$ cat src/rtl/spi_ctl_pkg.sv
// Package: shared constants and types for the serial register access port.
// Assumes a 13-bit address and byte-wide registers.
package spi_ctl_pkg;

    localparam int ADDR_W = 13;
    localparam int DATA_W = 8;

    // Frame sequencing states
    typedef enum logic [1:0] {
        ST_IDLE  = 2'd0,
        ST_INSTR = 2'd1,
        ST_DATA  = 2'd2,
        ST_DONE  = 2'd3
    } frame_st_t;

    // Transfer length codes carried in the instruction
    typedef enum logic [1:0] {
        LEN_ONE    = 2'b00,
        LEN_TWO    = 2'b01,
        LEN_THREE  = 2'b10,
        LEN_STREAM = 2'b11
    } len_code_t;

endpackage

$ cat src/rtl/spi_pin_sync.sv
// Module: brings chip-select, SCLK and the data input into the system clock
// domain and produces one-cycle SCLK edge pulses.
// Assumes each SCLK phase lasts at least STAGES+1 system clocks and that data
// is stable around the SCLK rising edge.
module spi_pin_sync #(
    parameter int STAGES = 2
) (
    input  logic clk,
    input  logic rst_n,
    input  logic cs_n_i,
    input  logic sclk_i,
    input  logic sdio_i,
    output logic cs_act_o,
    output logic sclk_rise_o,
    output logic sclk_fall_o,
    output logic sdi_o
);

    localparam int LAST = STAGES - 1;

    logic [STAGES-1:0] cs_sh, ck_sh, dt_sh;
    logic              ck_last;

    // Synchronizer chains and the previous SCLK level
    always_ff @(posedge clk) begin
        if (!rst_n) begin
            cs_sh   <= '1;
            ck_sh   <= '0;
            dt_sh   <= '0;
            ck_last <= 1'b0;
        end else begin
            cs_sh[0] <= cs_n_i;
            ck_sh[0] <= sclk_i;
            dt_sh[0] <= sdio_i;
            for (int k = 1; k < STAGES; k++) begin
                cs_sh[k] <= cs_sh[k-1];
                ck_sh[k] <= ck_sh[k-1];
                dt_sh[k] <= dt_sh[k-1];
            end
            ck_last <= ck_sh[LAST];
        end
    end

    assign cs_act_o    = ~cs_sh[LAST];
    assign sclk_rise_o = ck_sh[LAST] & ~ck_last;
    assign sclk_fall_o = ~ck_sh[LAST] & ck_last;
    assign sdi_o       = dt_sh[LAST];

endmodule

$ cat src/rtl/spi_frame_ctrl.sv
// Module: collects the instruction, counts data bytes, steps the address and
// shifts read data out. It issues one write strobe per completed write byte.
// Assumes the edge pulses come from spi_pin_sync and that the bit order is
// fixed for the length of a transfer.
module spi_frame_ctrl
    import spi_ctl_pkg::*;
#(
    parameter int AW = ADDR_W,
    parameter int DW = DATA_W
) (
    input  logic          clk,
    input  logic          rst_n,
    input  logic          cs_act_i,
    input  logic          sclk_rise_i,
    input  logic          sclk_fall_i,
    input  logic          sdi_i,
    input  logic          cfg_lsb_i,
    input  logic          cfg_four_wire_i,
    input  logic [DW-1:0] rd_data_i,
    output logic [AW-1:0] rd_addr_o,
    output logic          wr_en_o,
    output logic [AW-1:0] wr_addr_o,
    output logic [DW-1:0] wr_data_o,
    output logic          dout_o,
    output logic          sdio_oe_o,
    output logic          sdo_oe_o
);

    localparam int INSTR_W = AW + 3;
    localparam int CNT_W   = $clog2(INSTR_W);
    localparam logic [CNT_W-1:0] INSTR_LAST = CNT_W'(INSTR_W - 1);
    localparam logic [CNT_W-1:0] BYTE_LAST  = CNT_W'(DW - 1);

    frame_st_t          state_q;
    logic [CNT_W-1:0]   bit_cnt_q;
    logic [INSTR_W-1:0] instr_q, instr_nx;
    logic [DW-1:0]      data_q, data_nx, out_q;
    logic [AW-1:0]      addr_q, addr_step;
    len_code_t          len_q;
    logic [1:0]         byte_q;
    logic               rd_q, lsb_q, load_q, dout_q, drive;
    logic               wr_en_q;
    logic [AW-1:0]      wr_addr_q;
    logic [DW-1:0]      wr_data_q;

    // Next shift values and address step for the latched bit order
    always_comb begin
        instr_nx  = lsb_q ? {sdi_i, instr_q[INSTR_W-1:1]} : {instr_q[INSTR_W-2:0], sdi_i};
        data_nx   = lsb_q ? {sdi_i, data_q[DW-1:1]}       : {data_q[DW-2:0], sdi_i};
        addr_step = lsb_q ? addr_q + 1'b1 : addr_q - 1'b1;
    end

    // Frame sequencing, byte counting and read shifting
    always_ff @(posedge clk) begin
        if (!rst_n) begin
            state_q   <= ST_IDLE;
            bit_cnt_q <= '0;
            instr_q   <= '0;
            data_q    <= '0;
            out_q     <= '0;
            dout_q    <= 1'b0;
            addr_q    <= '0;
            len_q     <= LEN_ONE;
            byte_q    <= '0;
            rd_q      <= 1'b0;
            lsb_q     <= 1'b0;
            load_q    <= 1'b0;
            wr_en_q   <= 1'b0;
            wr_addr_q <= '0;
            wr_data_q <= '0;
        end else begin
            wr_en_q <= 1'b0;
            load_q  <= 1'b0;
            if (load_q) out_q <= rd_data_i;
            if (!cs_act_i) begin
                state_q   <= ST_IDLE;
                bit_cnt_q <= '0;
            end else begin
                case (state_q)
                    ST_IDLE: begin
                        state_q   <= ST_INSTR;
                        bit_cnt_q <= '0;
                        lsb_q     <= cfg_lsb_i;
                    end
                    ST_INSTR: if (sclk_rise_i) begin
                        instr_q <= instr_nx;
                        if (bit_cnt_q == INSTR_LAST) begin
                            state_q   <= ST_DATA;
                            bit_cnt_q <= '0;
                            rd_q      <= instr_nx[INSTR_W-1];
                            len_q     <= len_code_t'(instr_nx[INSTR_W-2:INSTR_W-3]);
                            addr_q    <= instr_nx[AW-1:0];
                            byte_q    <= '0;
                            load_q    <= instr_nx[INSTR_W-1];
                        end else begin
                            bit_cnt_q <= bit_cnt_q + 1'b1;
                        end
                    end
                    ST_DATA: begin
                        if (sclk_rise_i) begin
                            data_q <= data_nx;
                            if (bit_cnt_q == BYTE_LAST) begin
                                bit_cnt_q <= '0;
                                byte_q    <= byte_q + 1'b1;
                                addr_q    <= addr_step;
                                if (!rd_q) begin
                                    wr_en_q   <= 1'b1;
                                    wr_addr_q <= addr_q;
                                    wr_data_q <= data_nx;
                                end
                                if (len_q != LEN_STREAM && byte_q == 2'(len_q))
                                    state_q <= ST_DONE;
                                else
                                    load_q <= rd_q;
                            end else begin
                                bit_cnt_q <= bit_cnt_q + 1'b1;
                            end
                        end
                        if (sclk_fall_i && rd_q) begin
                            dout_q <= lsb_q ? out_q[0] : out_q[DW-1];
                            out_q  <= lsb_q ? (out_q >> 1) : (out_q << 1);
                        end
                    end
                    default: ;
                endcase
            end
        end
    end

    assign drive     = (state_q == ST_DATA) && rd_q;
    assign sdio_oe_o = drive && !cfg_four_wire_i;
    assign sdo_oe_o  = drive && cfg_four_wire_i;
    assign dout_o    = dout_q;
    assign rd_addr_o = addr_q;
    assign wr_en_o   = wr_en_q;
    assign wr_addr_o = wr_addr_q;
    assign wr_data_o = wr_data_q;

    // only one data pin is ever driven
    p_oe_exclusive_r10: assert property (@(posedge clk) disable iff (!rst_n)
        !(sdio_oe_o && sdo_oe_o));

    // a write strobe only follows an SCLK rising edge
    p_wr_after_rise_r2: assert property (@(posedge clk) disable iff (!rst_n)
        wr_en_o |-> $past(sclk_rise_i));

    // a released chip-select turns off the read drivers
    p_cs_release_r11: assert property (@(posedge clk) disable iff (!rst_n)
        !cs_act_i |=> !(sdio_oe_o || sdo_oe_o));

    // read data changes only after an SCLK falling edge
    p_dout_on_fall_r9: assert property (@(posedge clk) disable iff (!rst_n)
        !$stable(dout_q) |-> $past(sclk_fall_i));

endmodule

$ cat src/rtl/spi_reg_bank.sv
// Module: holds the shadow and active copies of the general registers, the
// port configuration register and the commit decode.
// Assumes at most one write strobe per cycle. Read data is combinational.
module spi_reg_bank
    import spi_ctl_pkg::*;
#(
    parameter int NUM_REGS  = 8,
    parameter int AW        = ADDR_W,
    parameter int DW        = DATA_W,
    parameter int BANK_BASE = 16,
    parameter int CFG_ADDR  = 0,
    parameter int UPD_ADDR  = 562
) (
    input  logic                   clk,
    input  logic                   rst_n,
    input  logic                   wr_en_i,
    input  logic [AW-1:0]          wr_addr_i,
    input  logic [DW-1:0]          wr_data_i,
    input  logic [AW-1:0]          rd_addr_i,
    output logic [DW-1:0]          rd_data_o,
    output logic                   cfg_lsb_o,
    output logic                   cfg_four_wire_o,
    output logic [NUM_REGS*DW-1:0] act_flat_o
);

    localparam int LOC_W = 10;

    logic [NUM_REGS-1:0][DW-1:0] buf_q, act_q;
    logic [NUM_REGS-1:0]         hit;
    logic [1:0]                  cfg_q;
    logic                        upd_hit, cfg_hit;

    function automatic logic sel(input logic [AW-1:0] a, input int loc);
        return (a[AW-1:LOC_W] == '0) && (a[LOC_W-1:0] == LOC_W'(loc));
    endfunction

    // Per-register write decode
    for (genvar g = 0; g < NUM_REGS; g++) begin : g_hit
        assign hit[g] = wr_en_i && sel(wr_addr_i, BANK_BASE + g);
    end

    assign upd_hit = wr_en_i && sel(wr_addr_i, UPD_ADDR) && wr_data_i[0];
    assign cfg_hit = wr_en_i && sel(wr_addr_i, CFG_ADDR);

    // Shadow writes, commit copy and configuration update
    always_ff @(posedge clk) begin
        if (!rst_n) begin
            buf_q <= '0;
            act_q <= '0;
            cfg_q <= '0;
        end else begin
            for (int i = 0; i < NUM_REGS; i++)
                if (hit[i]) buf_q[i] <= wr_data_i;
            if (upd_hit) act_q <= buf_q;
            if (cfg_hit) cfg_q <= wr_data_i[1:0];
        end
    end

    // Read multiplexer; commit and unmapped addresses read as zero
    always_comb begin
        rd_data_o = '0;
        if (sel(rd_addr_i, CFG_ADDR)) rd_data_o = DW'(cfg_q);
        for (int i = 0; i < NUM_REGS; i++)
            if (sel(rd_addr_i, BANK_BASE + i)) rd_data_o = buf_q[i];
    end

    assign cfg_four_wire_o = cfg_q[0];
    assign cfg_lsb_o       = cfg_q[1];
    assign act_flat_o      = act_q;

    // writes with upper address bits set change nothing
    p_upper_ignored_r6: assert property (@(posedge clk) disable iff (!rst_n)
        (wr_en_i && wr_addr_i[AW-1:LOC_W] != '0) |=> ($stable(buf_q) && $stable(cfg_q)));

    // a commit copies the shadow set seen at the write
    p_update_copy_r8: assert property (@(posedge clk) disable iff (!rst_n)
        upd_hit |=> (act_q == $past(buf_q)));

    // without a commit the active values hold
    p_act_hold_r7: assert property (@(posedge clk) disable iff (!rst_n)
        !upd_hit |=> $stable(act_q));

endmodule

$ cat src/rtl/spi_reg_ctrl.sv
// Module: top level of the serial register access port. It ties the pin
// synchronizer, the frame controller and the register bank together.
// Assumes the host idles SCLK low and changes data while SCLK is low.
module spi_reg_ctrl
    import spi_ctl_pkg::*;
#(
    parameter int NUM_REGS = 8
) (
    input  logic                       clk,
    input  logic                       rst_n,
    input  logic                       spi_cs_n,
    input  logic                       spi_sclk,
    input  logic                       spi_sdio_i,
    output logic                       spi_sdio_o,
    output logic                       spi_sdio_oe,
    output logic                       spi_sdo_o,
    output logic                       spi_sdo_oe,
    output logic [NUM_REGS*DATA_W-1:0] act_regs_o
);

    logic              cs_act, sclk_rise, sclk_fall, sdi;
    logic              cfg_lsb, cfg_four_wire, wr_en, dout;
    logic [ADDR_W-1:0] rd_addr, wr_addr;
    logic [DATA_W-1:0] rd_data, wr_data;

    spi_pin_sync #(.STAGES(2)) u_sync (
        .clk(clk), .rst_n(rst_n), .cs_n_i(spi_cs_n), .sclk_i(spi_sclk),
        .sdio_i(spi_sdio_i), .cs_act_o(cs_act), .sclk_rise_o(sclk_rise),
        .sclk_fall_o(sclk_fall), .sdi_o(sdi)
    );

    spi_frame_ctrl #(.AW(ADDR_W), .DW(DATA_W)) u_frame (
        .clk(clk), .rst_n(rst_n), .cs_act_i(cs_act), .sclk_rise_i(sclk_rise),
        .sclk_fall_i(sclk_fall), .sdi_i(sdi), .cfg_lsb_i(cfg_lsb),
        .cfg_four_wire_i(cfg_four_wire), .rd_data_i(rd_data),
        .rd_addr_o(rd_addr), .wr_en_o(wr_en), .wr_addr_o(wr_addr),
        .wr_data_o(wr_data), .dout_o(dout), .sdio_oe_o(spi_sdio_oe),
        .sdo_oe_o(spi_sdo_oe)
    );

    spi_reg_bank #(.NUM_REGS(NUM_REGS), .AW(ADDR_W), .DW(DATA_W)) u_bank (
        .clk(clk), .rst_n(rst_n), .wr_en_i(wr_en), .wr_addr_i(wr_addr),
        .wr_data_i(wr_data), .rd_addr_i(rd_addr), .rd_data_o(rd_data),
        .cfg_lsb_o(cfg_lsb), .cfg_four_wire_o(cfg_four_wire),
        .act_flat_o(act_regs_o)
    );

    assign spi_sdio_o = dout;
    assign spi_sdo_o  = dout;

endmodule

$ cat config.mk
export PLATFORM = sky130hd
export DESIGN_NAME = spi_reg_ctrl
export DESIGN_NICKNAME = d
export VERILOG_FILES = /design/src/rtl/spi_ctl_pkg.sv /design/src/rtl/spi_pin_sync.sv /design/src/rtl/spi_frame_ctrl.sv /design/src/rtl/spi_reg_bank.sv /design/src/rtl/spi_reg_ctrl.sv
export SDC_FILE = /design/constraint.sdc
export NUM_CORES = 1
export LEC_CHECK = 0
export BUFFER_PORTS_ARGS = -buffer_cell sky130_fd_sc_hd__clkbuf_2
export CORE_ASPECT_RATIO = 0.75
export CORE_MARGIN = 4
export CORE_UTILIZATION = 35
export DETAILED_ROUTE_END_ITERATION = 7
export GPL_TIMING_DRIVEN = 0
export PLACE_DENSITY = 0.54
export SLEW_MARGIN = 20
export SYNTH_ARGS = -nofsm -noshare
export SYNTH_HDL_FRONTEND = slang
export SYNTH_HIERARCHICAL = 1
export SYNTH_SLANG_ARGS = --single-unit
$ cat constraint.sdc
create_clock -name clk -period 2.4 [get_ports clk]
set_input_delay 0.36 -clock clk [delete_from_list [all_inputs] [get_ports clk]]
set_output_delay 0.36 -clock clk [all_outputs]
set_load 0.02 [all_outputs]
==> results of run 1 <==
[where the power goes]
group          total, uW  switching [uW]  internal, uW
Combinational        129            82.3          46.5
Sequential          3630            3.20          3620
Clock               3660            1520          2140
[timing repair]
action / in CTS / in global routing
gates resized for setup: 21 / 57
setup endpoints to repair: 89 / 62
setup buffers: 6 / 4
hold buffers: 3 / 0
pin swaps: 2 / 8
endpoints found under the hold margin: 3 / 0
[flip-flops by register name, summed over array words and instances, names as in the netlist, 4 cells and up]
name,flops
u_frame/data_q,8
u_frame/wr_data_o,8
u_bank/buf_q,64
u_bank/act_flat_o,64
u_frame/instr_q,16
u_frame/bit_cnt_q,4
u_frame/wr_addr_o,13
u_frame/rd_addr_o,13
u_frame/out_q,8
[kinds of logic after synthesis]
group	Yosys count	synth area share [%]
buffers and inverters	117	4.75
AOI/OAI and AO/OA	366	23.3
adders and majority gates	18	2.19
muxes	89	9.03
and+or+nand+nor	401	19.2
xor gates and xnor gates	5	0.413
DFF	218	41.1
[synth_stat cells, drive strengths merged (6+ instances only)]
cell	count	area, um^2
nor4	7	71.3
clkbuf	71	268
and3	12	75.1
or4	6	56.3
inv	13	48.8
nand3	109	546
a21oi	28	140
a211oi	6	45.0
ha	17	213
a21boi	112	841
nor2	41	174
o211ai	7	52.6
mux2i	83	831
nand2	157	589
and2	12	75.1
o211a	38	380
a21o	7	52.6
nor2b	16	100
o21ai	133	666
dfxtp	218	4360
buf	32	184
[critical path, cell delays in order, from the launching register on]
cell and delay [ns]:
sky130_fd_sc_hd__dfxtp_2 0.35, sky130_fd_sc_hd__clkinvlp_4 0.18, sky130_fd_sc_hd__buf_4 0.19, sky130_fd_sc_hd__fa_2 0.38, sky130_fd_sc_hd__a211oi_2 0.29, sky130_fd_sc_hd__o21ai_1 0.13, sky130_fd_sc_hd__nand3_1 0.12, sky130_fd_sc_hd__mux2i_1 0.25
sky130_fd_sc_hd__a21oi_1 0.10, sky130_fd_sc_hd__o31a_1 0.30
[final cells by class]
cell class,count,area (um^2)
plain buffers,100,473
clock buffers,37,709
clock inverters,5,63.8
fillers,2986,16900
inverters,14,60.1
multi-input cells,879,5900
flip-flops and latches,218,4380
well taps,392,490
repair buffers,85,478
[metrics by stage]
| stage | cells | TNS [ns] |
|---|---|---|
| 2_1_floorplan | 1214 | 0 |
| 3_5_place_dp | 1678 | -5.77 |
| 3_3_place_gp | 1678 | -2.81 |
| 5_1_grt | 1730 | -0.232 |
| 4_1_cts | 1728 | -0.0869 |
| 6_report | 1730 | -0.0231 |
[metal layers]
| metal | part of all wire, % | up-vias | global-route usage (%) | routed length [um] |
|---|---|---|---|---|
| li1 | - | 4571 | - | - |
| met1 | 53 | 4615 | 32.3 | 17700 |
| met2 | 38 | 293 | 25.9 | 12800 |
| met3 | 7.5 | 39 | 4.38 | 2520 |
| met4 | 1.6 | 0 | 3.68 | 547 |
| met5 | 0 | - | 0 | 0 |
[path summary, 6_finish.rpt]
| path | start | endpoint | slack, ns | cells past startpoint |
|---|---|---|---|---|
| max | u_frame/lsb_q$_SDFFE_PN0P_ | u_frame/rd_addr_o[12]$_SDFFE_PN0P_ | -0.02 | 9 |
| min | rst_n | u_sync/cs_sh[1]$_SDFF_PN1_ | 0.29 | 2 |
| max reg2reg | u_frame/lsb_q$_SDFFE_PN0P_ | u_frame/rd_addr_o[12]$_SDFFE_PN0P_ | -0.02 | 9 |
| min reg2reg | u_sync/cs_sh[0]$_SDFF_PN1_ | u_sync/cs_sh[1]$_SDFF_PN1_ | 0.41 | 1 |
==> flow_summary.ini, run 1 <==
[placement]
place_worst_setup_slack_ns = -0.229
buffer_ports.inserted = 72
dp_hpwl_um = 24500
placedInstanceArea_mm2 = 0.0115
routabilityCongestion = 0.960

[routing]
dr_vias = 9518
drtIter0Drc = 806
detailedRoute.firstPassIterationCount = 5
average_wire_per_standard_cell_um = 19.4
postRouteAntennaNets = 0
viasPerCell = 5.50
finalWirelength_um = 33600
drcViolationCount = 0

[cts]
cts_tree = done
insertion_delay_ns = 0.54
cts_root_buffer = sky130_fd_sc_hd__clkbuf_16
htreeDepth = 1
clock_sink_count = 218
ctsLongestPathBuffers = 3
cts_clk_pin_slew_worst_paths_ns = 0.06
cts_buffers = 24

[floorplan]
chipHeight_um = 159
die_w_um = 209
floorplan.die_area_mm2 = 0.0332
placeableCoreArea_mm2 = 0.0295
io_pins = 73
placementRows = 54
initial_core_util_pct = 36.0

[setup_path]
worst_ep_arrival_time_ns = 2.84
timing_worst_setup_path_type = reg -> reg
crit_path_end_kind = flop
critical_path.max_fanout = 5
timing.critical_path.required_ns = 2.82
setup.worst_path.start_class = flop

[global_route]
globalRoute.totalOverflow = 0
track_usage_pct = 19.7
grt_pass1_wl_um = 52800
antenna_found_initial = 0
grt_pass1_vias = 8862
grt_start_max_net_pins = 16

[power_and_ir_drop]
powerDensity_mw_per_mm2 = 591
p_leak_uw = 0.00484
finalPower_uw = 7420
vdd_drop_max_mv = 0.385

[timing]
final.min_clock_period_ns = 2.42
timing_max_transition_violations_final = 0
final_hold_viol_count = 0
finClkSkew_ns = 0.0139
final_critical_path_setup_slack_ns = -0.0231
timing.final.crit_share_pct = 101
rsz0062_at_grt = true
worstMarginPinSlew_ns = 0.752
clock.fmax_mhz = 413
setup_viol_count_final = 1
holdWs_ns = 0.287
slew-limit-headroom_pct = 49.9

[cells_and_area]
finalInstanceArea_mm2 = 0.0126
layout_common_cells = 209 x sky130_fd_sc_hd__dfxtp_1, 157 x sky130_fd_sc_hd__nand2_1, 121 x sky130_fd_sc_hd__o21ai_0
layout_commonest_cell = sky130_fd_sc_hd__dfxtp_1
area_growth_syn_to_layout_pct = 18.4
antenna_cells = 0
final_util_pct = 42.6
finish.net_count = 1345
drive_gt1_share_pct = 16.3

[yosys]
warnings_from_yosys = 6
number_of_enable_flip_flop_cells_after_synthesis = 0
synth_async_sr_flop_share_pct = 0
synthDistinctLibCells = 74
register_area_share_after_synthesis_pct = 41.1
synth-main-ff-cell = sky130_fd_sc_hd__dfxtp_1
synth_cells = 1214
synth.avg_cell_area_um2 = 8.74
postSynthRegisterBits = 218
netlist_area_mm2 = 0.0106
syn_nets = 1237

[hold_path]
hold_path.class = in -> reg

[outcome]
status = finished, violations left
violations = negative setup slack

[flow_run]
number_of_maximum_capacitance_constraint_violations = 0
Power figures use the tool's default switching activity.
==> run 2, diff against run 1 <==
--- a/config.mk
+++ b/config.mk
@@ -8,10 +8,11 @@
 export BUFFER_PORTS_ARGS = -buffer_cell sky130_fd_sc_hd__clkbuf_2
 export CORE_ASPECT_RATIO = 0.75
 export CORE_MARGIN = 4
-export CORE_UTILIZATION = 35
+export CORE_UTILIZATION = 29
 export DETAILED_ROUTE_END_ITERATION = 7
 export GPL_TIMING_DRIVEN = 0
-export PLACE_DENSITY = 0.54
+export PLACE_DENSITY = 0.47
+export SKIP_CTS_REPAIR_TIMING = 1
 export SLEW_MARGIN = 20
 export SYNTH_ARGS = -nofsm -noshare
 export SYNTH_HDL_FRONTEND = slang
==> flow_summary.ini, run 2 (same netlist as run 1, synthesis figures left out) <==
[timing]
timing_max_transition_violations_final = 0
rsz0062_at_grt = true
final_hold_viol_count = 0
worstMarginPinSlew_ns = 0.781
setup_viol_count_final = 0
slew-limit-headroom_pct = 47.9
final.min_clock_period_ns = 2.39
holdWs_ns = 0.00623
timing.final.crit_share_pct = 99.5
finClkSkew_ns = 0.0198
clock.fmax_mhz = 419

[routing]
postRouteAntennaNets = 0
drcViolationCount = 0
detailedRoute.firstPassIterationCount = 5
viasPerCell = 5.23
dr_vias = 9442
drtIter0Drc = 730
average_wire_per_standard_cell_um = 19.3
finalWirelength_um = 34800

[cells_and_area]
layout_common_cells = 211 x sky130_fd_sc_hd__dfxtp_1, 157 x sky130_fd_sc_hd__nand2_1, 119 x sky130_fd_sc_hd__o21ai_0
drive_gt1_share_pct = 17.0
finish.net_count = 1343
layout_commonest_cell = sky130_fd_sc_hd__dfxtp_1
area_growth_syn_to_layout_pct = 19.6
antenna_cells = 0

[cts]
htreeDepth = 1
cts_root_buffer = sky130_fd_sc_hd__clkbuf_16
cts_buffers = 25
clock_sink_count = 218
cts_tree = done
insertion_delay_ns = 0.54
cts_clk_pin_slew_worst_paths_ns = 0.06
ctsLongestPathBuffers = 3

[setup_path]
worst_ep_arrival_time_ns = 2.80
critical_path.max_fanout = 7
setup.worst_path.start_class = flop
timing.critical_path.required_ns = 2.82
timing_worst_setup_path_type = reg -> reg
crit_path_end_kind = flop

[power_and_ir_drop]
vdd_drop_max_mv = 0.460
switchingPower_uw = 1650
clock_power_share_pct = 49.9
finalPower_uw = 7500
internal_power_uw = 5850
sw_frac_of_total_pct = 22.0
seq_power_share_pct = 48.4
powerDensity_mw_per_mm2 = 591
p_leak_uw = 0.00484
power_frac_comb_pct = 1.7

[hold_path]
hold_path.class = in -> reg

[global_route]
grt_pass1_wl_um = 53200
track_usage_pct = 16.8
grt_start_max_net_pins = 18
grt_util_met3_pct = 3.98
grt_pass1_vias = 8705
antenna_found_initial = 4
use_met1_pct = 27.5
globalRoute.totalOverflow = 0
highest_utilization_routing_layer_at_the_global_route_stage = met1
use_met2_pct = 21.7

[floorplan]
placementRows = 60
floorplan.die_area_mm2 = 0.0397
chipHeight_um = 174
die_w_um = 229
initial_core_util_pct = 29.5
placeableCoreArea_mm2 = 0.0360
io_pins = 73

[flow_run]
number_of_maximum_capacitance_constraint_violations = 0

[outcome]
status = complete, no violations

[placement]
routabilityCongestion = 0.935
buffer_ports.inserted = 72
dp_hpwl_um = 25500
==> run 2: final timing paths <==
check,startpoint,end,slack [ns],depth (start not counted)
worst min-delay path,spi_cs_n,u_sync/cs_sh[0]$_SDFF_PN1_,0.006,2
worst min register to register,u_sync/cs_sh[0]$_SDFF_PN1_,u_sync/cs_sh[1]$_SDFF_PN1_,0.41,1
worst max-delay path,u_frame/lsb_q$_SDFFE_PN0P_,u_frame/rd_addr_o[12]$_SDFFE_PN0P_,0.01,10
worst max register to register,u_frame/lsb_q$_SDFFE_PN0P_,u_frame/rd_addr_o[12]$_SDFFE_PN0P_,0.01,10
==> run 2: power groups by stage <==
stage                     Combinational (uW)  Clock [uW]  Sequential, uW
final                                    130        3740            3630
after global routing                     142        4010            3620
after CTS                                130        3860            3630
after detailed placement                 130           0            3710
after global placement                   130           0            3710
after floorplan                         79.3           0            3710
==> run 2: worst max-delay path, stage by stage, from the launching register on <==
cell                         delay [ns]
sky130_fd_sc_hd__dfxtp_2           0.35
sky130_fd_sc_hd__clkinvlp_4        0.17
sky130_fd_sc_hd__buf_12            0.19
sky130_fd_sc_hd__buf_4             0.17
sky130_fd_sc_hd__ha_4              0.26
sky130_fd_sc_hd__a21oi_4           0.16
sky130_fd_sc_hd__o22ai_2           0.11
sky130_fd_sc_hd__nor4_2            0.30
sky130_fd_sc_hd__mux2i_1           0.14
sky130_fd_sc_hd__and3_1            0.16
sky130_fd_sc_hd__o31a_1            0.26
==> run 2: metal layers <==
layer  part of all wire, %  vias up
li1                      -     4592
met1                    54     4513
met2                    37      294
met3                   7.7       41
met4                   1.6        2
met5                 0.020        -
==> run 2: area by class of cell <==
| type | count | area, um^2 |
|---|---|---|
| fillers | 3728 | 23300 |
| multi-input cells | 879 | 5950 |
| flip-flops and latches | 218 | 4380 |
| clock buffers | 36 | 717 |
| well taps | 465 | 582 |
| plain buffers | 100 | 469 |
| repair buffers | 82 | 448 |
| clock inverters | 10 | 81.3 |
| inverters | 14 | 60.1 |
==> run 2: through the flow <==
stage	cell area (um^2)	instances	setup WS, ns	util (%)	setup TNS [ns]
4_1_cts	12400	1797	-0.405	34.3	-4.96
2_1_floorplan	10600	1214	0.0899	-	0
6_report	12700	1804	0.0131	35.3	0
5_1_grt	12700	1804	-0.0735	35.3	-0.242
3_3_place_gp	11600	1751	-0.367	32.1	-4.12
3_5_place_dp	11600	1751	-0.381	32.1	-4.20
